File: config.mk
export PLATFORM = sky130hd
export DESIGN_NAME = cla_adder
export DESIGN_NICKNAME = d
export VERILOG_FILES = /design/src/rtl/cla_pkg.sv /design/src/rtl/cla_lookahead4.sv /design/src/rtl/cla_datapath.sv /design/src/rtl/cla_carry_ctrl.sv /design/src/rtl/cla_adder.sv
export SDC_FILE = /design/constraint.sdc
export NUM_CORES = 1
export LEC_CHECK = 0
export ABC_AREA = 1
export BUFFER_PORTS_ARGS = -buffer_cell sky130_fd_sc_hd__buf_2
export CORE_UTILIZATION = 50
export DETAILED_ROUTE_END_ITERATION = 10
export MAX_ROUTING_LAYER = met4
export PLACE_DENSITY_LB_ADDON = 0.1
export REMOVE_ABC_BUFFERS = 1
export SLEW_MARGIN = 10
export SYNTH_ARGS = -nofsm -noshare
export SYNTH_HDL_FRONTEND = slang
export SYNTH_SLANG_ARGS = --single-unit
export TNS_END_PERCENT = 30
File: constraint.sdc
create_clock -name vclk -period 6.4
set_clock_uncertainty 0.2 [all_clocks]
set_input_delay 0.96 -clock vclk [all_inputs]
set_output_delay 0.96 -clock vclk [all_outputs]
set_load 0.005 [all_outputs]
File: src/rtl/cla_pkg.sv
package cla_pkg;
  localparam int unsigned GRP_BITS = 4;
  localparam int unsigned BLK_BITS = 16;

  typedef struct packed {
    logic [GRP_BITS-1:0] prop;
    logic [GRP_BITS-1:0] gen;
  } nibblePg_t;
endpackage

File: src/rtl/cla_lookahead4.sv
module cla_lookahead4 (
  input  logic [3:0] p,
  input  logic [3:0] g,
  input  logic       cin,
  output logic [2:0] co,
  output logic       grpP,
  output logic       grpG
);
  always_comb begin
    co[0] = g[0] | (p[0] & cin);
    co[1] = g[1] | (p[1] & g[0]) | (p[1] & p[0] & cin);
    co[2] = g[2] | (p[2] & g[1]) | (p[2] & p[1] & g[0]) | (p[2] & p[1] & p[0] & cin);
    grpP  = &p;
    grpG  = g[3] | (p[3] & g[2]) | (p[3] & p[2] & g[1]) | (p[3] & p[2] & p[1] & g[0]);
  end
endmodule

File: src/rtl/cla_datapath.sv
module cla_datapath
  import cla_pkg::*;
#(
  parameter int unsigned WIDTH = 16,
  localparam int unsigned NGRP = WIDTH / GRP_BITS
) (
  input  logic [WIDTH-1:0] a,
  input  logic [WIDTH-1:0] b,
  input  logic [WIDTH-1:0] carries,
  output nibblePg_t        pgBus [NGRP],
  output logic [WIDTH-1:0] sum
);
  logic [WIDTH-1:0] propBits;
  logic [WIDTH-1:0] genBits;

  assign propBits = a ^ b;
  assign genBits  = a & b;
  assign sum      = propBits ^ carries;

  for (genvar gi = 0; gi < NGRP; gi++) begin : g_pack
    assign pgBus[gi].prop = propBits[GRP_BITS*gi +: GRP_BITS];
    assign pgBus[gi].gen  = genBits[GRP_BITS*gi +: GRP_BITS];
  end
endmodule

File: src/rtl/cla_carry_ctrl.sv
module cla_carry_ctrl
  import cla_pkg::*;
#(
  parameter int unsigned WIDTH      = 16,
  parameter int unsigned CARRY_MODE = 0,
  localparam int unsigned NGRP = WIDTH / GRP_BITS,
  localparam int unsigned NBLK = WIDTH / BLK_BITS,
  localparam int unsigned GPB  = BLK_BITS / GRP_BITS
) (
  input  nibblePg_t        pgBus [NGRP],
  input  logic             cin,
  output logic [WIDTH-1:0] carries,
  output logic             cout,
  output logic             topP,
  output logic             topG
);
  logic [NGRP-1:0] grpP;
  logic [NGRP-1:0] grpG;
  logic [NGRP:0]   grpCin;
  logic [2:0]      grpCo [NGRP];
  logic [NBLK-1:0] blkP;
  logic [NBLK-1:0] blkG;

  for (genvar gi = 0; gi < NGRP; gi++) begin : g_grp
    cla_lookahead4 u_grp (
      .p    (pgBus[gi].prop),
      .g    (pgBus[gi].gen),
      .cin  (grpCin[gi]),
      .co   (grpCo[gi]),
      .grpP (grpP[gi]),
      .grpG (grpG[gi])
    );
    assign carries[GRP_BITS*gi]                = grpCin[gi];
    assign carries[GRP_BITS*gi+1 +: GRP_BITS-1] = grpCo[gi];
  end

  if (CARRY_MODE == 0) begin : g_twoLevel
    logic [NBLK:0] blkCin;
    logic [2:0]    lvl2Co [NBLK];
    assign blkCin[0] = cin;
    for (genvar bi = 0; bi < NBLK; bi++) begin : g_blk
      cla_lookahead4 u_lvl2 (
        .p    (grpP[GPB*bi +: GPB]),
        .g    (grpG[GPB*bi +: GPB]),
        .cin  (blkCin[bi]),
        .co   (lvl2Co[bi]),
        .grpP (blkP[bi]),
        .grpG (blkG[bi])
      );
      assign grpCin[GPB*bi]          = blkCin[bi];
      assign grpCin[GPB*bi+1 +: GPB-1] = lvl2Co[bi];
      assign blkCin[bi+1] = blkG[bi] | (blkP[bi] & blkCin[bi]);
    end
    assign grpCin[NGRP] = blkCin[NBLK];
  end else begin : g_cascade
    assign grpCin[0] = cin;
    for (genvar gi = 0; gi < NGRP; gi++) begin : g_chain
      assign grpCin[gi+1] = grpG[gi] | (grpP[gi] & grpCin[gi]);
    end
    for (genvar bi = 0; bi < NBLK; bi++) begin : g_blkPg
      assign blkP[bi] = &grpP[GPB*bi +: GPB];
      assign blkG[bi] = grpG[GPB*bi+3]
                      | (grpP[GPB*bi+3] & grpG[GPB*bi+2])
                      | (grpP[GPB*bi+3] & grpP[GPB*bi+2] & grpG[GPB*bi+1])
                      | (grpP[GPB*bi+3] & grpP[GPB*bi+2] & grpP[GPB*bi+1] & grpG[GPB*bi]);
    end
  end

  assign cout = grpCin[NGRP];

  always_comb begin
    topP = 1'b1;
    topG = 1'b0;
    for (int bi = 0; bi < NBLK; bi++) begin
      topG = blkG[bi] | (blkP[bi] & topG);
      topP = topP & blkP[bi];
    end
  end
endmodule

File: src/rtl/cla_adder.sv
module cla_adder
  import cla_pkg::*;
#(
  parameter int unsigned WIDTH      = 16,
  parameter int unsigned CARRY_MODE = 0
) (
  input  logic [WIDTH-1:0] a,
  input  logic [WIDTH-1:0] b,
  input  logic             cin,
  output logic [WIDTH-1:0] sum,
  output logic             cout,
  output logic             grpP,
  output logic             grpG
);
  localparam int unsigned NGRP = WIDTH / GRP_BITS;

  nibblePg_t        pgBus [NGRP];
  logic [WIDTH-1:0] carries;

  cla_datapath #(.WIDTH(WIDTH)) u_datapath (
    .a       (a),
    .b       (b),
    .carries (carries),
    .pgBus   (pgBus),
    .sum     (sum)
  );

  cla_carry_ctrl #(.WIDTH(WIDTH), .CARRY_MODE(CARRY_MODE)) u_ctrl (
    .pgBus   (pgBus),
    .cin     (cin),
    .carries (carries),
    .cout    (cout),
    .topP    (grpP),
    .topG    (grpG)
  );
endmodule

==> results_dict.tcl, run 1 <==
set metrics [dict create \
    final-hold-violation-count 0 \
    drc_errors 5 \
    routed_wl_um 1800 \
    use_met2_pct 36.7 \
    core_region_area_sq_um 1580 \
    layout.nets 241 \
    min_period_ns 3.83 \
    dr.pass1.iters 7 \
    cts_resized 0 \
    layout_common_cells "52 x buf_2, 42 x nand2_1, 23 x inv_1, 16 x ha_1" \
    postCtsHoldBufs 0 \
    overflow 0 \
    hpwlAfterDp_um 1650 \
    via_count 974 \
    powerDensity_nw_per_um2 95.0 \
    status "complete, but fails checks" \
    die_area_sq_um 1920 \
    peakVddDrop_uv 56.5 \
    seq_cells 0 \
    crit_type "input pin to primary output" \
    ys_types 22 \
    synth_area_sq_um 873 \
    max_freq_mhz 261 \
    yosys_warnings 0 \
    first_global_vias 751 \
    dp.cells 202 \
    period_share_pct 59.9 \
    start_util_pct 55.4 \
    grt_use_met1_pct 23.9 \
    vias_per_cell 4.82 \
    cts_setup_buffers 0 \
    drt_iter0_markers 16 \
    dp_slack_ns 2.56 \
    postSynthAreaPerCell_sq_um 6.52 \
    grt_start_max_net_pins 6 \
    cp.arrival_ns 2.67 \
    area_growth_pct 32.1 \
    nClkBuffers 0 \
    register_area_sq_um 0 \
    hold_depth 3 \
    power_uw 110 \
    grtUsageTotal_pct 19.3 \
    die_w_um 43.8 \
    setup_viol 0 \
    hold_path_class "input pin to primary output" \
    fin_ws_ns 2.57 \
    slew_viol_final 0 \
    antenna_found_initial 0 \
    worstHoldStart "b[8]" \
    crit_path_end_kind "primary output" \
    pin_count 52 \
    n_antenna_cell 0 \
    avgRoutedWirePerCell_um 8.90 \
    cp_max_fo 5 \
    gp_congestion 0.794 \
    rows 14 \
    rsz0062_at_grt "false" \
    hold_end "sum[8]" \
    chipHeight_um 43.8 \
    syn_inst 134 \
    maxCapViolCount 0 \
    drive_above_1_share_pct 38.2 \
    grt_pass1_wl_um 2900 \
    worst_pin_slew_ns 0.302 \
    yosysSeqAreaShare_pct 0 \
    layout_commonest_cell "buf_2" \
    n_fill_cell 134 \
    fin_setup_tns_ns 0 \
    use_met3_pct 0 \
    failed_checks "design-rule violations" \
    ant_nets 0 \
    p_leak_nw 0.751 \
    instances_no_fill 202 \
    relSlewSlack_pct 79.9 \
    grt.busiest_layer "met2" \
    start_kind "input pin" \
    critPathRequiredTime_ns 5.24 \
    portBuffers 52 \
]
[worst max-delay path by stage]
stage	from	to	slack, ns
floorplan	a[6]	sum[13]	2.88
global placement	a[6]	sum[13]	2.63
detailed placement	a[5]	sum[13]	2.56
CTS	a[5]	sum[13]	2.55
global route	a[5]	sum[13]	2.47
finish	a[5]	sum[13]	2.57
[area by class of cell]
type | instances | area, sq um | share of cell area, %
multi-input cells | 109 | 779 | 67.6
repair buffers | 52 | 260 | 22.6
inverters | 25 | 93.8 | 8.13
well taps | 16 | 20.0 | 1.74
[through the flow]
step | instance area, sq um | hold slack [ns] | util, %
after floorplan | 873 | 1.83 | -
after global placement | 1150 | 2.07 | 73.2
after detailed placement | 1150 | 2.07 | 73.2
after CTS | 1150 | 2.07 | 73.2
after global routing | 1150 | 2.09 | 73.2
final | 1150 | 2.07 | 73.2
[metal layers]
metal	share of wire (%)	routed length [um]
met4	0	0
met2	50	895
met5	0	0
met1	46	826
met3	4.2	75
[report_power, final]
group	internal, mW	leakage (nW)	switching, mW
clock network	0	0	0
registers	0	0	0
logic	0.0515	0.751	0.0581
[worst max-delay path, stage by stage]
cell     delay (ns)
buf_2          0.10
ha_1           0.39
nand2_1        0.09
nand2_1        0.07
nand2_1        0.09
nand2_2        0.07
a21oi_2        0.14
nand2_2        0.08
fa_1           0.38
xor2_1         0.17
buf_2          0.13
[Yosys cell counts]
| cell type | count | area (sq um) |
|---|---|---|
| and3_1 | 1 | 6.26 |
| nor2_1 | 2 | 7.51 |
| nand2_4 | 1 | 11.3 |
| nand2_2 | 9 | 56.3 |
| inv_1 | 23 | 86.3 |
| xnor2_1 | 2 | 17.5 |
| o21bai_1 | 2 | 15.0 |
| nand3b_4 | 1 | 20.0 |
| fa_1 | 4 | 80.1 |
| nor3_4 | 1 | 16.3 |
| xor2_1 | 5 | 43.8 |
| nand3_1 | 9 | 45.0 |
| a21oi_2 | 1 | 8.76 |
| a21oi_1 | 6 | 30.0 |
| ha_1 | 16 | 200 |
| nor2_4 | 2 | 22.5 |
| a31o_2 | 1 | 8.76 |
| nand3_2 | 1 | 10.0 |
| a221oi_1 | 2 | 17.5 |
| nor3_1 | 1 | 5.00 |
| nand2_1 | 42 | 158 |
| inv_2 | 2 | 7.51 |
[cell families (layout without fill, tap and decap cells)]
kind of cell	Yosys count	after routing	share of synthesized area (%)
buffers and inverters	25	77	10.7
and+or+nand+nor	70	70	41.0
adders and majority gates	20	20	32.1
xor gates and xnor gates	7	7	7.02
AOI/OAI and AO/OA	12	12	9.17
(Power assumes the default switching activity.)
==> run 2: changes to the inputs <==
--- a/config.mk
+++ b/config.mk
@@ -7,7 +7,7 @@
 export LEC_CHECK = 0
 export ABC_AREA = 1
 export BUFFER_PORTS_ARGS = -buffer_cell sky130_fd_sc_hd__buf_2
-export CORE_UTILIZATION = 50
+export CORE_UTILIZATION = 42
 export DETAILED_ROUTE_END_ITERATION = 10
 export MAX_ROUTING_LAYER = met4
 export PLACE_DENSITY_LB_ADDON = 0.1
==> constraint.sdc (replaced) <==
create_clock -name vclk -period 3.4
set_clock_uncertainty 0.2 [all_clocks]
set_input_delay 0.51 -clock vclk [all_inputs]
set_output_delay 0.51 -clock vclk [all_outputs]
set_load 0.005 [all_outputs]
==> results_dict.tcl, run 2 (synthesis results as in run 1) <==
set metrics [dict create \
    dp.cells 213 \
    seq_cells 0 \
    chipHeight_um 47.6 \
    crit_type "input pin to primary output" \
    drive_above_1_share_pct 38.2 \
    fin_setup_tns_ns 0 \
    max_freq_mhz 345 \
    grtUsageTotal_pct 16.2 \
    worst_pin_slew_ns 0.293 \
    avgRoutedWirePerCell_um 8.22 \
    maxCapViolCount 0 \
    instances_no_fill 213 \
    pin_count 52 \
    grt_start_max_net_pins 6 \
    hpwlAfterDp_um 1650 \
    overflow 0 \
    layout_common_cells "52 x buf_2, 42 x nand2_1, 23 x inv_1, 16 x ha_1" \
    first_global_vias 756 \
    min_period_ns 2.90 \
    ant_nets 0 \
    register_area_sq_um 0 \
    nClkBuffers 0 \
    failed_checks "design-rule violations" \
    core_region_area_sq_um 1960 \
    drt_iter0_markers 10 \
    hold_depth 3 \
    routed_wl_um 1750 \
    powerDensity_nw_per_um2 176 \
    portBuffers 52 \
    rsz0062_at_grt "false" \
    hold_path_class "input pin to primary output" \
    area_growth_pct 33.7 \
    p_leak_nw 0.751 \
    die_area_sq_um 2270 \
    critPathRequiredTime_ns 2.69 \
    status "complete, but fails checks" \
    cts_setup_buffers 0 \
    crit_path_end_kind "primary output" \
    relSlewSlack_pct 80.5 \
    dr.pass1.iters 7 \
    cp.arrival_ns 2.19 \
    start_util_pct 44.5 \
    final-hold-violation-count 0 \
    die_w_um 47.6 \
    period_share_pct 85.3 \
    slew_viol_final 0 \
    n_fill_cell 220 \
    peakVddDrop_uv 81.3 \
    layout.nets 241 \
    n_antenna_cell 0 \
    drc_errors 1 \
    cp_max_fo 4 \
    layout_commonest_cell "buf_2" \
    start_kind "input pin" \
    setup_viol 0 \
    vias_per_cell 4.52 \
    cts_resized 0 \
    rows 16 \
    postCtsHoldBufs 0 \
    antenna_found_initial 0 \
    via_count 962 \
    gp_congestion 0.801 \
    grt_pass1_wl_um 2730 \
]
## run 2: worst max-delay path, cell delays in order
cell	delay, ns
buf_2	0.10
ha_1	0.35
nand2_2	0.16
inv_2	0.04
nand2_1	0.09
nand2_2	0.07
a21oi_2	0.13
nand2_2	0.08
fa_1	0.38
xor2_1	0.17
buf_2	0.13
## run 2: path summary, 6_finish.rpt
check	start	endpoint	slack (ns)
setup / recovery	a[6]	sum[13]	0.50
hold / removal	b[4]	sum[4]	1.17
## run 2: layout make-up
cell class	instances	area, sq um	share of cell area [%]
inverter	25	93.8	8.04
tap	27	33.8	2.89
timing repair buffer	52	260	22.3
multi-input combinational	109	779	66.8
## run 2: routing by layer
layer	vias to the layer above	track usage (%)	routed length, um
met5	-	-	0
met4	0	0	0
met3	0	0.377	104
met2	27	31.2	852
met1	404	19.9	794
li1	531	-	-
## run 2: power breakdown
group	internal [mW]	leakage (nW)	switching [mW]
clock network	0	0	0
logic	0.0971	0.751	0.108
registers	0	0	0
## run 2: through the flow
| step | hold slack (ns) | utilization (%) | setup WS (ns) | cell area (sq um) | total power, mW |
|---|---|---|---|---|---|
| floorplan | 0.933 | - | 0.784 | 873 | 0.132 |
| global placement | 1.17 | 59.5 | 0.513 | 1170 | 0.203 |
| detailed placement | 1.17 | 59.5 | 0.482 | 1170 | 0.207 |
| CTS | 1.17 | 59.5 | 0.480 | 1170 | 0.208 |
| global route | 1.19 | 59.5 | 0.392 | 1170 | 0.238 |
| finish | 1.17 | 59.5 | 0.501 | 1170 | 0.205 |
